`src/rtl/bcd2_pkg.sv`:
```
package bcd2_pkg;

    localparam int BIN_W_DEF  = 7;
    localparam int DIGITS_DEF = 2;
    localparam int DIG_W      = 4;

    typedef logic [DIG_W-1:0] digit_t;

    typedef enum logic [0:0] {
        ST_IDLE = 1'b0,
        ST_RUN  = 1'b1
    } conv_state_e;

    typedef struct packed {
        logic   cin;
        digit_t cur;
    } cell_in_t;

    typedef struct packed {
        logic   cout;
        digit_t nxt;
    } cell_out_t;

    // Decimal pre-correction: a digit of five or more gets three added
    // so that doubling it produces a carry and a valid low digit.
    function automatic digit_t dig_fix(input digit_t d);
        digit_t r;
        if (d >= digit_t'(5)) r = d + digit_t'(3);
        else                  r = d;
        return r;
    endfunction

    function automatic logic dig_valid(input digit_t d);
        return (d <= digit_t'(9));
    endfunction

endpackage

```
`src/rtl/bcd2_digit_cell.sv`:
```
module bcd2_digit_cell
    import bcd2_pkg::*;
#(
    parameter bit HAS_CORR = 1'b1
) (
    input  cell_in_t  cell_i,
    output cell_out_t cell_o
);

    digit_t fixed;

    generate
        if (HAS_CORR) begin : g_corr
            always_comb fixed = dig_fix(cell_i.cur);
        end else begin : g_plain
            always_comb fixed = cell_i.cur;
        end
    endgenerate

    always_comb begin
        cell_o.cout = fixed[DIG_W-1];
        cell_o.nxt  = {fixed[DIG_W-2:0], cell_i.cin};
    end

endmodule

```
`src/rtl/bcd2_step_ctrl.sv`:
```
module bcd2_step_ctrl
    import bcd2_pkg::*;
#(
    parameter int BIN_W = BIN_W_DEF
) (
    input  logic clk,
    input  logic rst,
    input  logic start_i,
    output logic load_o,
    output logic step_o,
    output logic busy_o,
    output logic done_o
);

    localparam int CNT_W = (BIN_W > 1) ? $clog2(BIN_W) : 1;
    localparam logic [CNT_W-1:0] LAST = CNT_W'(BIN_W - 1);

    conv_state_e      state_q;
    logic [CNT_W-1:0] cnt_q;
    logic             done_q;

    always_comb begin
        load_o = (state_q == ST_IDLE) && start_i;
        step_o = (state_q == ST_RUN);
        busy_o = (state_q == ST_RUN);
        done_o = done_q;
    end

    always_ff @(posedge clk) begin
        if (rst) begin
            state_q <= ST_IDLE;
            cnt_q   <= '0;
            done_q  <= 1'b0;
        end else begin
            done_q <= 1'b0;
            case (state_q)
                ST_IDLE: begin
                    if (start_i) begin
                        state_q <= ST_RUN;
                        cnt_q   <= '0;
                    end
                end
                ST_RUN: begin
                    if (cnt_q == LAST) begin
                        state_q <= ST_IDLE;
                        done_q  <= 1'b1;
                    end else begin
                        cnt_q <= cnt_q + 1'b1;
                    end
                end
                default: state_q <= ST_IDLE;
            endcase
        end
    end

endmodule

```
`src/rtl/bcd2_shift_path.sv`:
```
module bcd2_shift_path
    import bcd2_pkg::*;
#(
    parameter int BIN_W  = BIN_W_DEF,
    parameter int DIGITS = DIGITS_DEF
) (
    input  logic                    clk,
    input  logic                    rst,
    input  logic                    load_i,
    input  logic                    step_i,
    input  logic [BIN_W-1:0]        bin_i,
    output logic [DIGITS*DIG_W-1:0] bcd_o
);

    logic [BIN_W-1:0]          bin_sr_q;
    digit_t [DIGITS-1:0]       dig_q;
    cell_in_t  [DIGITS-1:0]    c_in;
    cell_out_t [DIGITS-1:0]    c_out;

    // Each digit only sees the registered top bit of the digit below,
    // after that digit's own correction: no chain beyond one digit.
    generate
        for (genvar d = 0; d < DIGITS; d++) begin : g_dig
            if (d == 0) begin : g_lo
                assign c_in[d].cin = bin_sr_q[BIN_W-1];
            end else begin : g_up
                assign c_in[d].cin = c_out[d-1].cout;
            end
            assign c_in[d].cur = dig_q[d];

            bcd2_digit_cell #(
                .HAS_CORR(d < DIGITS - 1)
            ) u_cell (
                .cell_i(c_in[d]),
                .cell_o(c_out[d])
            );
        end
    endgenerate

    always_ff @(posedge clk) begin
        if (rst) begin
            bin_sr_q <= '0;
            dig_q    <= '0;
        end else if (load_i) begin
            bin_sr_q <= bin_i;
            dig_q    <= '0;
        end else if (step_i) begin
            bin_sr_q <= {bin_sr_q[BIN_W-2:0], 1'b0};
            for (int d = 0; d < DIGITS; d++) dig_q[d] <= c_out[d].nxt;
        end
    end

    assign bcd_o = dig_q;

endmodule

```
`src/rtl/bcd2_serial_conv.sv`:
```
module bcd2_serial_conv
    import bcd2_pkg::*;
#(
    parameter int BIN_W  = BIN_W_DEF,
    parameter int DIGITS = DIGITS_DEF
) (
    input  logic                    clk,
    input  logic                    rst,
    input  logic                    start_i,
    input  logic [BIN_W-1:0]        bin_i,
    output logic                    busy_o,
    output logic                    done_o,
    output logic [DIGITS*DIG_W-1:0] bcd_o
);

    logic load_w;
    logic step_w;

    bcd2_step_ctrl #(
        .BIN_W(BIN_W)
    ) u_ctrl (
        .clk    (clk),
        .rst    (rst),
        .start_i(start_i),
        .load_o (load_w),
        .step_o (step_w),
        .busy_o (busy_o),
        .done_o (done_o)
    );

    bcd2_shift_path #(
        .BIN_W (BIN_W),
        .DIGITS(DIGITS)
    ) u_path (
        .clk   (clk),
        .rst   (rst),
        .load_i(load_w),
        .step_i(step_w),
        .bin_i (bin_i),
        .bcd_o (bcd_o)
    );

endmodule

```
`config.mk`:
```
export PLATFORM = sky130hd
export DESIGN_NAME = bcd2_serial_conv
export DESIGN_NICKNAME = d
export VERILOG_FILES = /design/src/rtl/bcd2_pkg.sv /design/src/rtl/bcd2_digit_cell.sv /design/src/rtl/bcd2_step_ctrl.sv /design/src/rtl/bcd2_shift_path.sv /design/src/rtl/bcd2_serial_conv.sv
export SDC_FILE = /design/constraint.sdc
export NUM_CORES = 1
export LEC_CHECK = 0
export BUFFER_PORTS_ARGS = -buffer_cell sky130_fd_sc_hd__buf_2
export CAP_MARGIN = 15
export CORE_MARGIN = 5
export CORE_UTILIZATION = 30
export CTS_BUF_LIST = sky130_fd_sc_hd__clkbuf_16
export DETAILED_ROUTE_END_ITERATION = 6
export HOLD_SLACK_MARGIN = 0.02
export PLACE_DENSITY = 0.53
export SYNTH_ARGS = -nofsm -noshare
export SYNTH_HDL_FRONTEND = slang
export SYNTH_SLANG_ARGS = --single-unit
```
`constraint.sdc`:
```
create_clock -name clk -period 1.56 [get_ports clk]
set_clock_uncertainty 0.2 [all_clocks]
set_input_delay 0.156 -clock clk [delete_from_list [all_inputs] [get_ports clk]]
set_output_delay 0.156 -clock clk [all_outputs]
set_load 0.02 [all_outputs]
```
==> run summary <==
cell taking the most area after synthesis -> dfxtp_1
RSZ-0062 raised after global routing -> false
gpl congestion -> 0.749
Top FF cell, synth -> dfxtp_1
layout cells sized above 1 -> 29.1%
syn_area_per_cell -> 8.87 µm²
I/O pin count -> 20
yosys warns -> 0
Clock Sink Count -> 20
hold endpoint -> u_path.bin_sr_q[0]
R2R Path End -> u_path.bcd_o[1]
Fill cells -> 353
sw power -> 0.000253 W
Reg clk slew, reported paths -> 0.05 ns
slowest library cell on the worst path -> dfxtp_2
antenna violations before repair -> 0
Net Sw Frac -> 21.6%
TritonCTS clock tree -> built
post-synth top area share -> 39.6%
clk buf depth -> 2
Initial DRC Count -> 24
root buf cell -> clkbuf_16
register area share after synthesis -> 39.6%
cell count after synthesis -> 114
H-tree depth -> 1
WHS Path Cells -> 3
leakage power -> 0.536 nW
register area -> 403 µm²
worst hold path class -> primary input to flop
CP Data Required Time -> 1.48 ns
kind of critical path -> flop to flop
Area Growth Syn to Fin -> 18.7%
Cell Area, Synth -> 0.00101 mm²
EDFF count, synth -> 0
Die X -> 68.1 µm
worst r2r src -> u_path.bcd_o[1]
grt ovf -> 0
hpwl dp -> 1390 µm
routed wire length -> 1940 µm
Hold WS -> 0.0223 ns
crit path launch type -> flop
Tcrit/Tclk final -> 92.9%
largest net degree at the start of global routing -> 17
crit-path max cell delay -> 0.33 ns
maximum vdd drop -> 0.715 mV
Distinct cells, synth -> 26
Synth area leaders -> dfxtp_1 (40%), mux2i_1 (13%), buf_4 (7.4%)
port buffer count -> 19
Comb pwr share -> 10.9%
drt drc -> 0
worst-margin pin slew -> 0.341 ns
endpoints failing hold -> 0
Cell Count, Final, Fillers Out -> 173
global-route wire length before repair -> 3240 µm
Post-DP Area -> 0.00109 mm²
diode count -> 0
met1 global-route usage -> 11.1%
FFs w/ async S/R, synth -> 0%
Worst slew margin -> 77.3%
post-cts hold buffer count -> 0
Via Count -> 772
crit end category -> flop
synthesis-stage register bit count -> 20
Inst Count DP -> 170
cells on worst reg2reg path -> 6
Worst Path Max Fanout -> 3
Final ANT Viol Nets -> 0
post-CTS setup buffer count -> 0
fmax -> 690 MHz
final setup vio count -> 0
die height -> 68.1 µm
post-synthesis net count -> 128
fin crit period -> 1.45 ns
Setup TNS -> 0 ns
gr busiest metal -> met2
CTS buffer count -> 3
cell internal pwr -> 0.000921 W
Routed wire per std cell -> 11.2 µm
Sequential Power Share -> 46.0%
area of the multi-input gates -> 505 µm²
met3 Use GR -> 3.94%
crit-path cells -> inv_2 -> ha_1 -> nand2b_4 -> a21oi_4 -> mux2i_1 -> o31ai_1
gr usage total -> 9.22%
Hold Crit Start -> bin_i[0]
Data arrival, critical path -> 1.37 ns
Power Dens Cells -> 978 mW/mm²
post-route cell area -> 0.00120 mm²
Max-Cap Viols -> 0
full die area -> 0.00463 mm²
FF-to-FF setup slack -> 0.11 ns
vias in the first global route -> 726
Final #Nets -> 143
Core Rows -> 21
worst-skew pair later-pin latency -> 0.25 ns
Clock power frac -> 43.1%
Max Slew Vio Count -> 0
via density per instance -> 4.46
met2 Track Usage GR -> 15.4%
commonest non-fill, non-tap cells in the layout -> nor2_1 (19), buf_2 (19), dfxtp_1 (18)
Pre-Repair DR Iteration Count -> 4
Initial Util -> 30.5%
status -> finished, final reports clean
Core ar. -> 0.00331 mm²
-- power by group through the flow --
stage	Combinational, W	Sequential, W	Clock (W)
floorplan	0.000101	0.000551	0
global placement	0.000122	0.000550	0
detailed placement	0.000124	0.000551	0
CTS	0.000125	0.000540	0.000530
global route	0.000145	0.000543	0.000546
finish	0.000128	0.000541	0.000506
-- registers in the layout, summed over array words and instances (netlist names) --
name	flops
u_ctrl.busy_o	1
u_ctrl.cnt_q	3
u_ctrl.done_o	1
u_path.bcd_o	8
u_path.bin_sr_q	7
-- Yosys cell counts, types with 2 or more instances --
| cell type | number |
|---|---|
| nor2_1 | 19 |
| inv_1 | 4 |
| mux2i_1 | 13 |
| dfxtp_1 | 20 |
| buf_6 | 3 |
| o21ai_1 | 2 |
| nor3_1 | 8 |
| nand3_1 | 2 |
| nand2_1 | 4 |
| buf_4 | 10 |
| ha_1 | 4 |
| a21oi_1 | 11 |
-- layout make-up --
class,instances,share of cell area (%)
Sequential cell,20,33.6
Multi-Input combinational cell,74,42.1
Tap cell,46,4.80
Timing Repair Buffer,25,11.7
Clock buffer,3,6.26
Inverter,5,1.56
-- critical path: cells and delay by family, from the launching register on --
| family | cells | cell delay, ns |
|---|---|---|
| muxes | 1 | 0.19 |
| AOI/OAI and AO/OA | 2 | 0.23 |
| adders and majority gates | 1 | 0.17 |
| buffers and inverters | 1 | 0.06 |
| DFF | 1 | 0.33 |
| and+or+nand+nor | 1 | 0.15 |
-- layer usage --
metal / vias up / part of all wire, %
met3: 0 / 6.4
met2: 22 / 48
met1: 345 / 46
met5: - / 0
li1: 405 / -
met4: 0 / 0
-- cells by family after synthesis --
kind of cell             count (synthesis)  share of synthesized area, %
AO/OA/AOI/OAI                           19                          11.4
multiplexers                            13                          12.9
adder cells (fa/ha/maj)                  4                          4.95
AND/OR/NAND/NOR                         37                          16.8
buffers and inverters                   20                          13.5
flip-flops                              20                          39.6
XOR/XNOR                                 1                         0.866
-- worst max path at each step --
stage,start,end,slack (ns),cells past startpoint
CTS,u_path.bcd_o[1],u_path.bcd_o[1],0.002,6
floorplan,u_path.bcd_o[1],u_path.bcd_o[1],0.03,6
detailed placement,u_path.bcd_o[1],u_path.bcd_o[1],-0.05,6
finish,u_path.bcd_o[1],u_path.bcd_o[1],0.11,6
global route,u_ctrl.cnt_q[1],u_ctrl.cnt_q[0],0.03,5
global placement,u_path.bcd_o[1],u_path.bcd_o[1],0.02,6
-- metrics by stage --
stage	setup slack [ns]	power (W)	util (%)
after floorplan	0.0333	0.000652	-
after global placement	0.0218	0.000673	33.0
after detailed placement	-0.0505	0.000675	33.0
after CTS	0.00221	0.00119	35.3
after global routing	0.0271	0.00123	36.2
final	0.111	0.00117	36.2
-- repair_timing --
item,in CTS,in global routing
pin swaps,0,2
endpoints found under the setup margin,2,3
gates resized for setup,1,7
No activity file was read; power rests on OpenSTA's default activity.
